<file path="config.mk">
export PLATFORM = sky130hd
export DESIGN_NAME = serial_rx_unit
export DESIGN_NICKNAME = d
export VERILOG_FILES = /design/src/rtl/rxu_pkg.sv /design/src/rtl/rxu_sync.sv /design/src/rtl/rxu_frame.sv /design/src/rtl/rxu_status.sv /design/src/rtl/serial_rx_unit.sv
export SDC_FILE = /design/constraint.sdc
export NUM_CORES = 1
export LEC_CHECK = 0
export ABC_AREA = 1
export ABC_CLOCK_PERIOD_IN_PS = 3350
export BUFFER_PORTS_ARGS = -buffer_cell sky130_fd_sc_hd__buf_2
export CORE_MARGIN = 5
export CORE_UTILIZATION = 62
export DETAILED_ROUTE_END_ITERATION = 16
export PLACE_DENSITY = 0.95
export SLEW_MARGIN = 0
export SYNTH_ARGS = -nofsm -noshare
export SYNTH_HDL_FRONTEND = slang
export SYNTH_SLANG_ARGS = --single-unit
</file>
<file path="constraint.sdc">
create_clock -name clk -period 3.35 [get_ports clk]
set_input_delay 0.1675 -clock clk [delete_from_list [all_inputs] [get_ports clk]]
set_output_delay 0.1675 -clock clk [all_outputs]
set_load 0.05 [all_outputs]
</file>
<file path="src/rtl/rxu_pkg.sv">
package rxu_pkg;

   localparam int STAT_W  = 8;
   localparam int BIT_OVR = 0;
   localparam int BIT_FRM = 1;
   localparam int BIT_PAR = 2;

   localparam logic [1:0] PSEL_NONE = 2'b00;
   localparam logic [1:0] PSEL_ZERO = 2'b01;
   localparam logic [1:0] PSEL_ODD  = 2'b10;
   localparam logic [1:0] PSEL_EVEN = 2'b11;

   typedef enum logic [2:0] {
      ST_IDLE,
      ST_START,
      ST_DATA,
      ST_PAR,
      ST_STOP,
      ST_STOP2
   } rx_state_e;

endpackage

</file>
<file path="src/rtl/rxu_sync.sv">
module rxu_sync #(
   parameter int STAGES = 2
) (
   input  logic clk,
   input  logic rst_n,
   input  logic d_in,
   output logic d_out
);

   logic [STAGES-1:0] chain;

   genvar gi;
   generate
      for (gi = 0; gi < STAGES; gi++) begin : g_stage
         always_ff @(posedge clk or negedge rst_n) begin
            if (!rst_n) begin
               chain[gi] <= 1'b1;
            end else begin
               if (gi == 0) begin
                  chain[gi] <= d_in;
               end else begin
                  chain[gi] <= chain[(gi == 0) ? 0 : gi-1];
               end
            end
         end
      end
   endgenerate

   assign d_out = chain[STAGES-1];

endmodule

</file>
<file path="src/rtl/rxu_frame.sv">
module rxu_frame
   import rxu_pkg::*;
#(
   parameter int DATA_W = 8,
   parameter int OSR    = 16
) (
   input  logic              clk,
   input  logic              rst_n,
   input  logic              enable,
   input  logic              tick,
   input  logic              rx_s,
   input  logic [1:0]        par_sel,
   input  logic              two_stop,
   output logic              done,
   output logic [DATA_W-1:0] data,
   output logic              perr,
   output logic              ferr
);

   localparam int CNT_W = $clog2(OSR);
   localparam int BIT_W = $clog2(DATA_W + 1);
   localparam logic [CNT_W-1:0] MID  = CNT_W'(OSR/2 - 1);
   localparam logic [CNT_W-1:0] LAST = CNT_W'(OSR - 1);
   localparam logic [BIT_W-1:0] TOPB = BIT_W'(DATA_W - 1);

   rx_state_e         state;
   logic [CNT_W-1:0]  cnt;
   logic [BIT_W-1:0]  bitn;
   logic [DATA_W-1:0] shreg;
   logic              par_acc;
   logic              prev_hi;
   logic              perr_q;
   logic              ferr_q;
   logic              at_mid;
   logic              at_last;
   logic              par_seen;

   assign at_mid   = (cnt == MID);
   assign at_last  = (cnt == LAST);
   assign par_seen = par_acc ^ rx_s;

   always_ff @(posedge clk or negedge rst_n) begin
      if (!rst_n) begin
         state   <= ST_IDLE;
         cnt     <= '0;
         bitn    <= '0;
         shreg   <= '0;
         par_acc <= 1'b0;
         prev_hi <= 1'b0;
         perr_q  <= 1'b0;
         ferr_q  <= 1'b0;
         done    <= 1'b0;
      end else begin
         done <= 1'b0;
         if (!enable) begin
            state   <= ST_IDLE;
            cnt     <= '0;
            prev_hi <= 1'b0;
         end else if (tick) begin
            prev_hi <= rx_s;
            cnt     <= cnt + 1'b1;
            case (state)
               ST_IDLE: begin
                  cnt <= '0;
                  if (prev_hi && !rx_s) begin
                     state <= ST_START;
                  end
               end
               ST_START: begin
                  if (at_mid) begin
                     cnt     <= '0;
                     bitn    <= '0;
                     par_acc <= 1'b0;
                     perr_q  <= 1'b0;
                     state   <= rx_s ? ST_IDLE : ST_DATA;
                  end
               end
               ST_DATA: begin
                  if (at_last) begin
                     cnt     <= '0;
                     shreg   <= {rx_s, shreg[DATA_W-1:1]};
                     par_acc <= par_acc ^ rx_s;
                     if (bitn == TOPB) begin
                        state <= (par_sel == PSEL_NONE) ? ST_STOP : ST_PAR;
                     end else begin
                        bitn <= bitn + 1'b1;
                     end
                  end
               end
               ST_PAR: begin
                  if (at_last) begin
                     cnt <= '0;
                     case (par_sel)
                        PSEL_ODD:  perr_q <= ~par_seen;
                        PSEL_EVEN: perr_q <= par_seen;
                        default:   perr_q <= 1'b0;
                     endcase
                     state <= ST_STOP;
                  end
               end
               ST_STOP: begin
                  if (at_last) begin
                     cnt    <= '0;
                     done   <= 1'b1;
                     ferr_q <= ~rx_s;
                     state  <= two_stop ? ST_STOP2 : ST_IDLE;
                  end
               end
               ST_STOP2: begin
                  if (at_last) begin
                     cnt   <= '0;
                     state <= ST_IDLE;
                  end
               end
               default: state <= ST_IDLE;
            endcase
         end
      end
   end

   assign data = shreg;
   assign perr = perr_q;
   assign ferr = ferr_q;

endmodule

</file>
<file path="src/rtl/rxu_status.sv">
module rxu_status
   import rxu_pkg::*;
#(
   parameter int DATA_W = 8
) (
   input  logic              clk,
   input  logic              rst_n,
   input  logic              enable,
   input  logic              done,
   input  logic [DATA_W-1:0] data,
   input  logic              perr,
   input  logic              ferr,
   input  logic              rd_stat,
   input  logic              rd_buf,
   output logic [DATA_W-1:0] buf_q,
   output logic              ready_q,
   output logic [STAT_W-1:0] stat
);

   logic ovr_q;
   logic frm_q;
   logic par_q;

   always_ff @(posedge clk or negedge rst_n) begin
      if (!rst_n) begin
         ovr_q   <= 1'b0;
         frm_q   <= 1'b0;
         par_q   <= 1'b0;
         ready_q <= 1'b0;
         buf_q   <= '0;
      end else if (!enable) begin
         ovr_q   <= 1'b0;
         frm_q   <= 1'b0;
         par_q   <= 1'b0;
         ready_q <= 1'b0;
      end else begin
         if (rd_stat) begin
            ovr_q <= 1'b0;
            frm_q <= 1'b0;
            par_q <= 1'b0;
         end
         if (rd_buf) begin
            ready_q <= 1'b0;
         end
         if (done) begin
            if (perr) par_q <= 1'b1;
            if (ferr) frm_q <= 1'b1;
            if (ready_q && !rd_buf) begin
               ovr_q <= 1'b1;
            end else begin
               buf_q   <= data;
               ready_q <= 1'b1;
            end
         end
      end
   end

   always_comb begin
      stat          = '0;
      stat[BIT_OVR] = ovr_q;
      stat[BIT_FRM] = frm_q;
      stat[BIT_PAR] = par_q;
   end

endmodule

</file>
<file path="src/rtl/serial_rx_unit.sv">
module serial_rx_unit
   import rxu_pkg::*;
#(
   parameter int DATA_W      = 8,
   parameter int OSR         = 16,
   parameter int SYNC_STAGES = 2
) (
   input  logic       clk,
   input  logic       rst_n,
   input  logic       baud_tick,
   input  logic       rx_in,
   input  logic       pwr_en,
   input  logic       rx_en,
   input  logic [1:0] par_sel,
   input  logic       two_stop,
   input  logic       rd_en,
   input  logic       rd_addr,
   output logic [7:0] rd_data,
   output logic       data_ready
);

   generate
      if (OSR < 4 || (OSR % 2) != 0) begin : g_bad_osr
         $error("OSR must be even and at least 4");
      end
      if (DATA_W < 5 || DATA_W > STAT_W) begin : g_bad_width
         $error("DATA_W must lie between 5 and 8");
      end
      if (SYNC_STAGES < 2) begin : g_bad_sync
         $error("SYNC_STAGES must be at least 2");
      end
   endgenerate

   logic              rx_s;
   logic              unit_on;
   logic              frm_done;
   logic [DATA_W-1:0] frm_data;
   logic              frm_perr;
   logic              frm_ferr;
   logic              rd_stat;
   logic              rd_buf;
   logic [DATA_W-1:0] buf_w;
   logic [STAT_W-1:0] stat_w;
   logic [7:0]        buf_ext;

   assign unit_on = pwr_en & rx_en;
   assign rd_stat = rd_en & ~rd_addr;
   assign rd_buf  = rd_en & rd_addr;

   rxu_sync #(.STAGES(SYNC_STAGES)) u_sync (
      .clk   (clk),
      .rst_n (rst_n),
      .d_in  (rx_in),
      .d_out (rx_s)
   );

   rxu_frame #(.DATA_W(DATA_W), .OSR(OSR)) u_frame (
      .clk      (clk),
      .rst_n    (rst_n),
      .enable   (unit_on),
      .tick     (baud_tick),
      .rx_s     (rx_s),
      .par_sel  (par_sel),
      .two_stop (two_stop),
      .done     (frm_done),
      .data     (frm_data),
      .perr     (frm_perr),
      .ferr     (frm_ferr)
   );

   rxu_status #(.DATA_W(DATA_W)) u_status (
      .clk     (clk),
      .rst_n   (rst_n),
      .enable  (unit_on),
      .done    (frm_done),
      .data    (frm_data),
      .perr    (frm_perr),
      .ferr    (frm_ferr),
      .rd_stat (rd_stat),
      .rd_buf  (rd_buf),
      .buf_q   (buf_w),
      .ready_q (data_ready),
      .stat    (stat_w)
   );

   generate
      if (DATA_W == 8) begin : g_full
         assign buf_ext = buf_w;
      end else begin : g_pad
         assign buf_ext = {{(8-DATA_W){1'b0}}, buf_w};
      end
   endgenerate

   assign rd_data = rd_addr ? buf_ext : stat_w;

endmodule

</file>
-- After elaboration in Yosys (flattened, before gate mapping)
Index checks and enable logic that the tools add are counted.
- logic and storage cells: 115
- register bits after elaboration: 38
- output and inout port bits: 9
- bits of input ports: 11
- bitwise operators: 8
- mux-type cells: 51
- eq/ne operators: 22
- reductions and logical operators: 16
- add/sub/neg operators: 2
- operator list (operator ; count):
    2-to-1 mux 3 bit ; 11
    2-to-1 mux 4 bit ; 7
    2-to-1 mux 1 bit ; 25
    inequality test 3 bit (second input constant) ; 7
    case mux 3 bit (6 select lines) ; 1
    case mux 4 bit (3 select lines) ; 1
    AND reduction 5 bit ; 2
    adder 4 x 1 -> 4 bit (second input constant) ; 2
    == test 4 x 3 -> 1 bit (second input constant) ; 2
    2-to-1 mux 8 bit ; 1
    case mux 4 bit (2 select lines) ; 1
    AND reduction 4 bit ; 2
    AND reduction 8 bit ; 1
    == test 3 x 2 -> 1 bit (second input constant) ; 2
    == test 3 bit (second input constant) ; 2
    inequality test 2 x 1 -> 1 bit (second input constant) ; 3
    case mux 1 bit (2 select lines) ; 3
    AND reduction 6 bit ; 1
    == test 2 bit (second input constant) ; 2
    == test 4 bit (second input constant) ; 1
    inequality test 2 bit (second input constant) ; 2
    inverter 1 bit ; 4
    nonzero test 2 bit ; 2
    OR reduction 4 bit ; 1
    other kinds (9) ; 13

-- Longest topological paths before layout
Gate-level depths: netlist of run 1.
- word-level depth: 7
- gate-level depth with buffers: 10
- gate-level depth less buffers: 9

-- Hierarchy
From an unflattened synthesis of run 1, not the netlist that was laid out.
- cell total of the unflattened synthesis: 278
- area total of the unflattened synthesis: 2190.9 um^2
- by module, submodules not included (module ; instances ; seq. area each (um^2) ; cells an instance ; area an instance (um^2)):
    rxu_frame ; 1 ; 600.6 ; 182 ; 1465.2
    rxu_status ; 1 ; 300.3 ; 62 ; 549.3
    serial_rx_unit ; 1 ; 0.0 ; 32 ; 123.9
    rxu_sync ; 1 ; 52.6 ; 2 ; 52.6

-- Worst setup path before layout of run 1
No wires, ideal clock.
- path kind: register to register
- start: register u_status.ready_q
- end: register u_status.buf_q[0]
- setup slack: 1952 ps
- clock period less this slack: 1398 ps
- arrival: 1274 ps
- buffers on the path: 0
- setup time: 125 ps
- stages on the path, launching flop included: 4
- cell sequence: dfrtp_1 -> nand2_1 -> nand2_1 -> mux2_2
- cells in the longest elaborated chain, start to end: 3
- RTL lines (item ; RTL line ; RTL):
    start, declared ; rxu_status.sv:16 ; output logic ready_q,
    start signal, assigned ; rxu_status.sv:29 ; ready_q <= 1'b0;
    start signal, assigned ; rxu_status.sv:35 ; ready_q <= 1'b0;
    start signal, assigned ; rxu_status.sv:43 ; ready_q <= 1'b0;
    logical AND 1 bit ; rxu_status.sv:48 ; if (ready_q && !rd_buf) begin
    inverter 1 bit (no line) ; - ;
    AND reduction 3 bit (no line) ; - ;
    end signal, assigned ; rxu_status.sv:51 ; buf_q <= data;
    end, declared ; rxu_status.sv:15 ; output logic [DATA_W-1:0] buf_q,
Every way passes these cells.
A chain may end at the register's enable or synchronous reset.

-- Worst setup path in the final report of run 1
- start: register u_frame.cnt[0]
- end: register u_frame.state[0]
- cells in the longest elaborated chain, start to end: 3
- RTL lines (item ; RTL line ; RTL):
    start, declared ; rxu_frame.sv:27 ; logic [CNT_W-1:0] cnt;
    start signal, assigned ; rxu_frame.sv:61 ; cnt <= cnt + 1'b1;
    == test 4 bit or == test 4 x 3 -> 1 bit (tied branches) ; rxu_frame.sv:39, rxu_frame.sv:38 ;
    inequality test 3 bit (no line) ; - ;
    AND reduction 8 bit (no line) * ; - ;
    end signal, assigned ; rxu_frame.sv:75 ; state <= rx_s ? ST_IDLE : ST_DATA;
    end signal, assigned ; rxu_frame.sv:84 ; state <= (par_sel == PSEL_NONE) ? ST_STOP : ST_PAR;
    end signal, assigned ; rxu_frame.sv:106 ; state <= two_stop ? ST_STOP2 : ST_IDLE;
    end, declared ; rxu_frame.sv:26 ; rx_state_e state;
Every way passes the cells marked *; elsewhere a longest branch is shown, timed or not.

==> impl_metrics.py, run 1 <==
metrics = {
    "route": {
        "drtPass1Iterations": 4,
        "wirelength_um": 3718,
        "postRouteAntennaNets": 0,
        "routedWlPerCell_um": 12.27,
        "drt_iter0_drc": 105,
        "viasPerCell": 5.205,
        "route.detailed.drc": 0,
        "vias": 1577,
    },
    "synthesis": {
        "synth.avg_cell_area_um2": 8.577,
        "syn_nets": 248,
        "syn-cell-area_um2": 2016,
        "synth_top_area_share_pct": 44.69,
        "yosysSeqAreaShare_pct": 47.30,
        "synth_seq_cells": 38,
        "yosysTopAreaCell": "dfrtp_1",
        "synth_cell_type_count": 29,
        "yosys_warnings": 0,
        "syn_inst": 235,
        "synthTopCellsByArea": "dfrtp_1 (45%), nand2_1 (13%), inv_1 (4.8%), nand3_1 (4.2%), o21ai_2 (3.9%)",
    },
    "clocking": {
        "cts_hold_buffers": 2,
        "clkLatencyLatePin_ns": 0.34,
        "cts_buffer_depth": 2,
        "cts.reportedPaths.clkPinSlew_ns": 0.11,
        "cts_buffers": 5,
        "cts_resized": 0,
        "clock_sinks": 38,
        "h-tree-depth": 2,
        "cts_setup_buffers": 0,
        "cts_tree": "yes",
        "ctsRootBufferMaster": "clkbuf_4",
    },
    "worst_hold_path": {
        "hold_class": "input port to flip-flop",
        "holdCritStartpoint": "par_sel[1]",
    },
    "job": {
        "maxCapViolCount": 0,
    },
    "timing": {
        "finalHoldViolations": 0,
        "fin_tns_setup_ns": 0,
        "whs_ns": 0.1578,
        "finalSetupViolCount": 0,
        "layout_min_cycle_time_ns": 1.455,
        "skew_ns": 0.01002,
        "timing.fmax_mhz": 687.5,
        "slew_headroom_pct": 45.71,
        "finalCritPeriodShare_pct": 43.42,
        "slew_violations": 0,
        "tightest_slew_ns": 0.8144,
        "rsz0062_at_grt": "false",
    },
    "critical_path": {
        "worstSetupStartpoint": "u_frame.cnt[0]",
        "cp.required_ns": 3.59,
        "slowest_delay_ns": 0.40,
        "critPathLaunchType": "flip-flop",
        "cp_max_fo": 5,
        "crit_slowest_cell": "dfrtp_1",
        "path_cells": "ha_1, nand3_4, nand2_1, nand2_2, inv_2, nand2_2, nand3_1, nand2_1",
        "crit_buf_inv": 1,
        "critPathKind": "flip-flop to flip-flop",
        "reg2reg_from": "u_frame.cnt[0]",
        "end_kind": "flip-flop",
        "cp_top_family": "simple AND/OR/NAND/NOR gates",
        "cp.arrival_ns": 1.70,
    },
    "global_route": {
        "use_met2_pct": 33.25,
        "use_met1_pct": 25.49,
        "grt_max_degree": 39,
        "globalRouteTotalUtil_pct": 19.81,
        "grt_remaining_overflow": 0,
        "grt.busiest_layer": "met2",
        "grt_pass1_wl_um": 6727,
        "met3_usage_pct": 4.553,
        "grt_pass1_vias": 1502,
        "antenna_found_initial": 0,
    },
    "floorplan": {
        "rows": 20,
        "die_w_um": 67.02,
        "die_area_um2": 4492,
        "core_um2": 3078,
        "num_io_pins": 20,
        "initial_core_util_pct": 65.49,
        "die_y_um": 67.02,
    },
    "power": {
        "p_leak_nw": 1.153,
        "peakVddDrop_mv": 0.2002,
        "power_density_nw_per_um2": 381.8,
    },
    "layout": {
        "drive_above_1_share_pct": 22.39,
        "num_antenna_cells": 0,
        "fill_cells": 246,
        "syn_to_final_growth_pct": 10.06,
        "instances_no_fill": 303,
        "nets": 271,
    },
    "place": {
        "placedCellCount": 293,
        "dp_hpwl_um": 2803,
        "place_congestion": 0.8653,
        "port_buffers": 19,
    },
    "run_status": {
        "status": "complete, no violations",
    },
}
==> cell families after synthesis <==
family,share of synthesized area (%)
DFF,47.30
buffers and inverters,8.379
adders and majority gates,1.241
and+or+nand+nor,30.97
AOI/OAI and AO/OA,9.373
muxes,0.5586
xor gates and xnor gates,2.172
==> cell usage in the layout, fill, tap and decap left out, drive strengths merged <==
| master | n |
|---|---|
| a32o | 2 |
| buf | 19 |
| o31ai | 1 |
| o211ai | 1 |
| nand3 | 20 |
| ha | 2 |
| nor2 | 18 |
| o21ai | 20 |
| dfrtp | 36 |
| bufinv | 1 |
| nand3b | 4 |
| nand2 | 81 |
| nand4 | 3 |
| a21oi | 4 |
| dlygate4sd3 | 2 |
| mux2 | 1 |
| dfstp | 2 |
| xor2 | 5 |
| or2 | 1 |
| inv | 28 |
| clkinv | 1 |
| clkbuf | 7 |
==> metal layers <==
layer | share of wire [%] | vias to the layer above
met4 | 1.4 | 0
met2 | 50 | 31
met3 | 3.6 | 6
li1 | - | 795
met1 | 45 | 745
met5 | 0 | -
==> registers in the layout, indices dropped and copies added, names as in the netlist, 3 cells and up <==
signal	cells
u_frame.bitn	4
u_frame.cnt	4
u_frame.data	8
u_frame.state	3
u_status.buf_q	8
==> synthesized netlist by cell type <==
cell type	instances
nand2_1	72
dfrtp_1	36
inv_1	26
nand3_1	17
nor2_1	12
o21ai_0	11
o21ai_2	9
nand2_2	7
xor2_1	5
a21oi_1	4
buf_6	4
nand3b_1	4
nor2_4	4
nand4_1	3
a32o_1	2
dfstp_2	2
ha_1	2
nand2_4	2
nand3_4	2
nor2_2	2
buf_4	1
clkinv_1	1
inv_2	1
inv_8	1
mux2_2	1
nand3_2	1
o211ai_1	1
o31ai_1	1
or2_0	1
==> power breakdown <==
part / leakage, nW / switching, mW / internal [mW] / total (mW)
Combinational: 0.591 / 0.0416 / 0.0151 / 0.0568
Clock: 0.0455 / 0.143 / 0.178 / 0.321
Sequential: 0.516 / 0.00336 / 0.465 / 0.469
Total: 1.15 / 0.188 / 0.659 / 0.847
==> area by class of cell <==
| cell class | instances | area, um2 | share of cell area (%) |
|---|---|---|---|
| inverters | 29 | 116.4 | 5.245 |
| well taps | 44 | 55.05 | 2.482 |
| clock buffers | 7 | 55.05 | 2.482 |
| multi-input cells | 163 | 893.4 | 40.27 |
| repair buffers | 21 | 115.1 | 5.189 |
| clock inverters | 1 | 30.03 | 1.354 |
| flip-flops and latches | 38 | 953.4 | 42.98 |
==> tightest hold or removal path: stages <==
cell and delay, ns:
buf_2 0.10, inv_1 0.04, nor2_1 0.04, nand3_1 0.07, nand2_1 0.04
==> worst paths after layout <==
kind	endpoint	slack (ns)	cells past startpoint
min in group asynchronous	u_frame.state[2]	0.44	2
worst max-delay path	u_frame.state[0]	1.90	8
worst min register to register	u_sync.d_out	0.36	0
worst max register to register	u_frame.state[0]	1.90	8
max in group asynchronous	u_frame.data[7]	2.38	2
worst min-delay path	u_frame.perr	0.16	5
==> metrics by stage <==
step | area, um2 | util (%) | power, mW | setup slack, ns
after floorplan | 2016 | - | 0.5102 | 1.952
after global placement | 2113 | 68.66 | 0.5318 | 1.986
after detailed placement | 2113 | 68.66 | 0.5334 | 1.914
after CTS | 2218 | 72.07 | 0.8574 | 1.905
after global routing | 2218 | 72.07 | 0.8848 | 1.763
final | 2218 | 72.07 | 0.8469 | 1.895
(Power assumes the default switching activity.)
==> inputs of run 2 (changes only) <==
--- a/config.mk
+++ b/config.mk
@@ -6,12 +6,12 @@
 export NUM_CORES = 1
 export LEC_CHECK = 0
 export ABC_AREA = 1
-export ABC_CLOCK_PERIOD_IN_PS = 3350
+export ABC_CLOCK_PERIOD_IN_PS = 1300
 export BUFFER_PORTS_ARGS = -buffer_cell sky130_fd_sc_hd__buf_2
 export CORE_MARGIN = 5
-export CORE_UTILIZATION = 62
+export CORE_UTILIZATION = 52
 export DETAILED_ROUTE_END_ITERATION = 16
-export PLACE_DENSITY = 0.95
+export PLACE_DENSITY = 0.86
 export SLEW_MARGIN = 0
 export SYNTH_ARGS = -nofsm -noshare
 export SYNTH_HDL_FRONTEND = slang
==> constraint.sdc (replaced) <==
create_clock -name clk -period 1.3 [get_ports clk]
set_input_delay 0.065 -clock clk [delete_from_list [all_inputs] [get_ports clk]]
set_output_delay 0.065 -clock clk [all_outputs]
set_load 0.05 [all_outputs]
==> run 2 against run 1 <==
Net effect:
- the flow now finishes with violations (setup timing)
- flip-flop and latch count did not move
- highest routed layer unchanged
- critical endpoint is now u_frame.state[2]
- clock skew fell by 0.0029 ns
- count of clock-buffer cells in the layout fell by 2
==> impl_metrics.py, run 2 (synthesized netlist as in run 1, its figures left out) <==
metrics = {
    "floorplan": {
        "rows": 22,
        "core_um2": 3716,
        "initial_core_util_pct": 54.24,
        "num_io_pins": 20,
        "die_area_um2": 5222,
        "die_y_um": 72.26,
        "die_w_um": 72.26,
    },
    "layout": {
        "num_antenna_cells": 0,
        "syn_to_final_growth_pct": 25.88,
        "fill_cells": 281,
        "fin_area_um2": 2537,
        "final_cell_mix": "nand2_1 (65), dfrtp_1 (33), inv_1 (25), buf_2 (19), buf_4 (18)",
        "drive_above_1_share_pct": 35.71,
        "nets": 292,
        "final_common_cell": "nand2_1",
    },
    "route": {
        "drt_iter0_drc": 198,
        "route.detailed.drc": 0,
        "postRouteAntennaNets": 0,
        "drtPass1Iterations": 4,
        "routedWlPerCell_um": 13.27,
        "viasPerCell": 5.305,
        "vias": 1740,
        "wirelength_um": 4354,
    },
    "timing": {
        "skew_ns": 0.007143,
        "slew_headroom_pct": 70.97,
        "setup_ws_ns": -0.02610,
        "slew_violations": 0,
        "tightest_slew_ns": 0.4354,
        "finalCritPeriodShare_pct": 102.0,
        "fin_tns_setup_ns": -0.05661,
        "timing.fmax_mhz": 754.1,
        "finalHoldViolations": 0,
        "layout_min_cycle_time_ns": 1.326,
        "rsz0062_at_grt": "true",
        "finalSetupViolCount": 5,
        "whs_ns": 0.1063,
    },
    "clocking": {
        "cts_tree": "yes",
        "cts_buffers": 5,
        "cts_buffer_depth": 2,
        "clkLatencyLatePin_ns": 0.29,
        "clock_sinks": 38,
        "ctsRootBufferMaster": "clkbuf_8",
        "cts.reportedPaths.clkPinSlew_ns": 0.08,
        "h-tree-depth": 2,
    },
    "critical_path": {
        "worstSetupStartpoint": "u_frame.bitn[0]",
        "critPathKind": "flip-flop to flip-flop",
        "reg2reg_slack_ns": -0.03,
        "cp_max_fo": 4,
        "cp.arrival_ns": 1.50,
        "end_kind": "flip-flop",
        "critPathLaunchType": "flip-flop",
        "cp.required_ns": 1.48,
        "r2r_cells": 8,
        "reg2reg_from": "u_frame.bitn[0]",
        "r2r-end": "u_frame.state[2]",
    },
    "worst_hold_path": {
        "hold_path_depth": 3,
        "hold_class": "input port to flip-flop",
        "holdCritStartpoint": "rx_en",
        "hold_end": "u_status.ready_q",
    },
    "power": {
        "power_density_nw_per_um2": 1015,
        "peakVddDrop_mv": 1.167,
        "p_leak_nw": 1.261,
    },
    "global_route": {
        "use_met2_pct": 28.21,
        "grt.busiest_layer": "met2",
        "use_met1_pct": 21.63,
        "antenna_found_initial": 0,
        "grt_pass1_wl_um": 6934,
        "grt_pass1_vias": 1541,
        "grt_max_degree": 22,
        "met3_usage_pct": 4.155,
        "grt_remaining_overflow": 0,
        "globalRouteTotalUtil_pct": 16.99,
    },
    "place": {
        "placed_area_um2": 2217,
        "place_congestion": 0.8520,
        "port_buffers": 19,
        "dp_hpwl_um": 2991,
    },
    "job": {
        "maxCapViolCount": 0,
    },
    "run_status": {
        "status": "finished, violations left",
        "violations": "setup timing",
    },
}
run 2: cell types whose count changed in the layout (fill, tap and decap cells not counted), sizes merged:
cell	previous run	this run
buf	19	39
bufinv	1	2
clkbuf	7	5
clkinv	1	2
nand2	81	82
run 2: repair_timing:
| action | in CTS | in global routing |
|---|---|---|
| setup endpoints to repair | 18 | 20 |
| hold buffers | 2 | 0 |
| buffers inserted | 2 | 7 |
| gates cloned | 0 | 1 |
| gates resized for setup | 4 | 20 |
| endpoints found under the hold margin | 18 | 0 |
| pin swaps | 2 | 9 |
run 2: power breakdown:
part / total [mW] / switching, mW / internal [mW] / leakage (nW)
Clock: 1.21 / 0.437 / 0.769 / 0.0683
Combinational: 0.162 / 0.116 / 0.0462 / 0.681
Sequential: 1.21 / 0.00899 / 1.20 / 0.511
run 2: stage by stage:
stage / util [%] / power [mW] / instances / worst slack, ns
2_1_floorplan: - / 1.315 / 235 / 0.02971
3_3_place_gp: 59.66 / 1.380 / 308 / -0.003676
3_5_place_dp: 59.66 / 1.384 / 308 / -0.07049
4_1_cts: 64.88 / 2.576 / 320 / 0.002310
5_1_grt: 68.28 / 2.667 / 328 / -0.1113
6_report: 68.28 / 2.576 / 328 / -0.02610
run 2: critical path, stage by stage (launching register included):
cell and delay, ns:
dfrtp_1 0.35, ha_2 0.19, nand2_2 0.07, nor2_4 0.10, nor2_2 0.06, nor2_2 0.19
nand2_2 0.11, nand3_1 0.08, nand2_1 0.07
run 2: final cells by class:
class	instances	area (um2)	share of cell area [%]
clock buffers	5	68.82	2.712
clock inverters	3	68.82	2.712
inverters	29	116.4	4.586
multi-input cells	164	984.7	38.81
flip-flops and latches	38	957.2	37.72
well taps	48	60.06	2.367
repair buffers	41	281.5	11.09
run 2: worst max path at each step:
stage / slack (ns) / to / cells past startpoint
after global routing: -0.11 / u_frame.state[2] / 8
after CTS: 0.002 / u_frame.bitn[1] / 7
final: -0.03 / u_frame.state[2] / 8
after detailed placement: -0.07 / u_frame.data[0] / 6
after global placement: -0.004 / u_frame.data[6] / 6
after floorplan: 0.03 / u_frame.data[3] / 7
run 2: per-layer routing:
layer  vias up  share of wire [%]
met5         -                  0
met4         0                1.5
li1        841                  -
met3        10                6.0
met2        50                 50
met1       839                 42
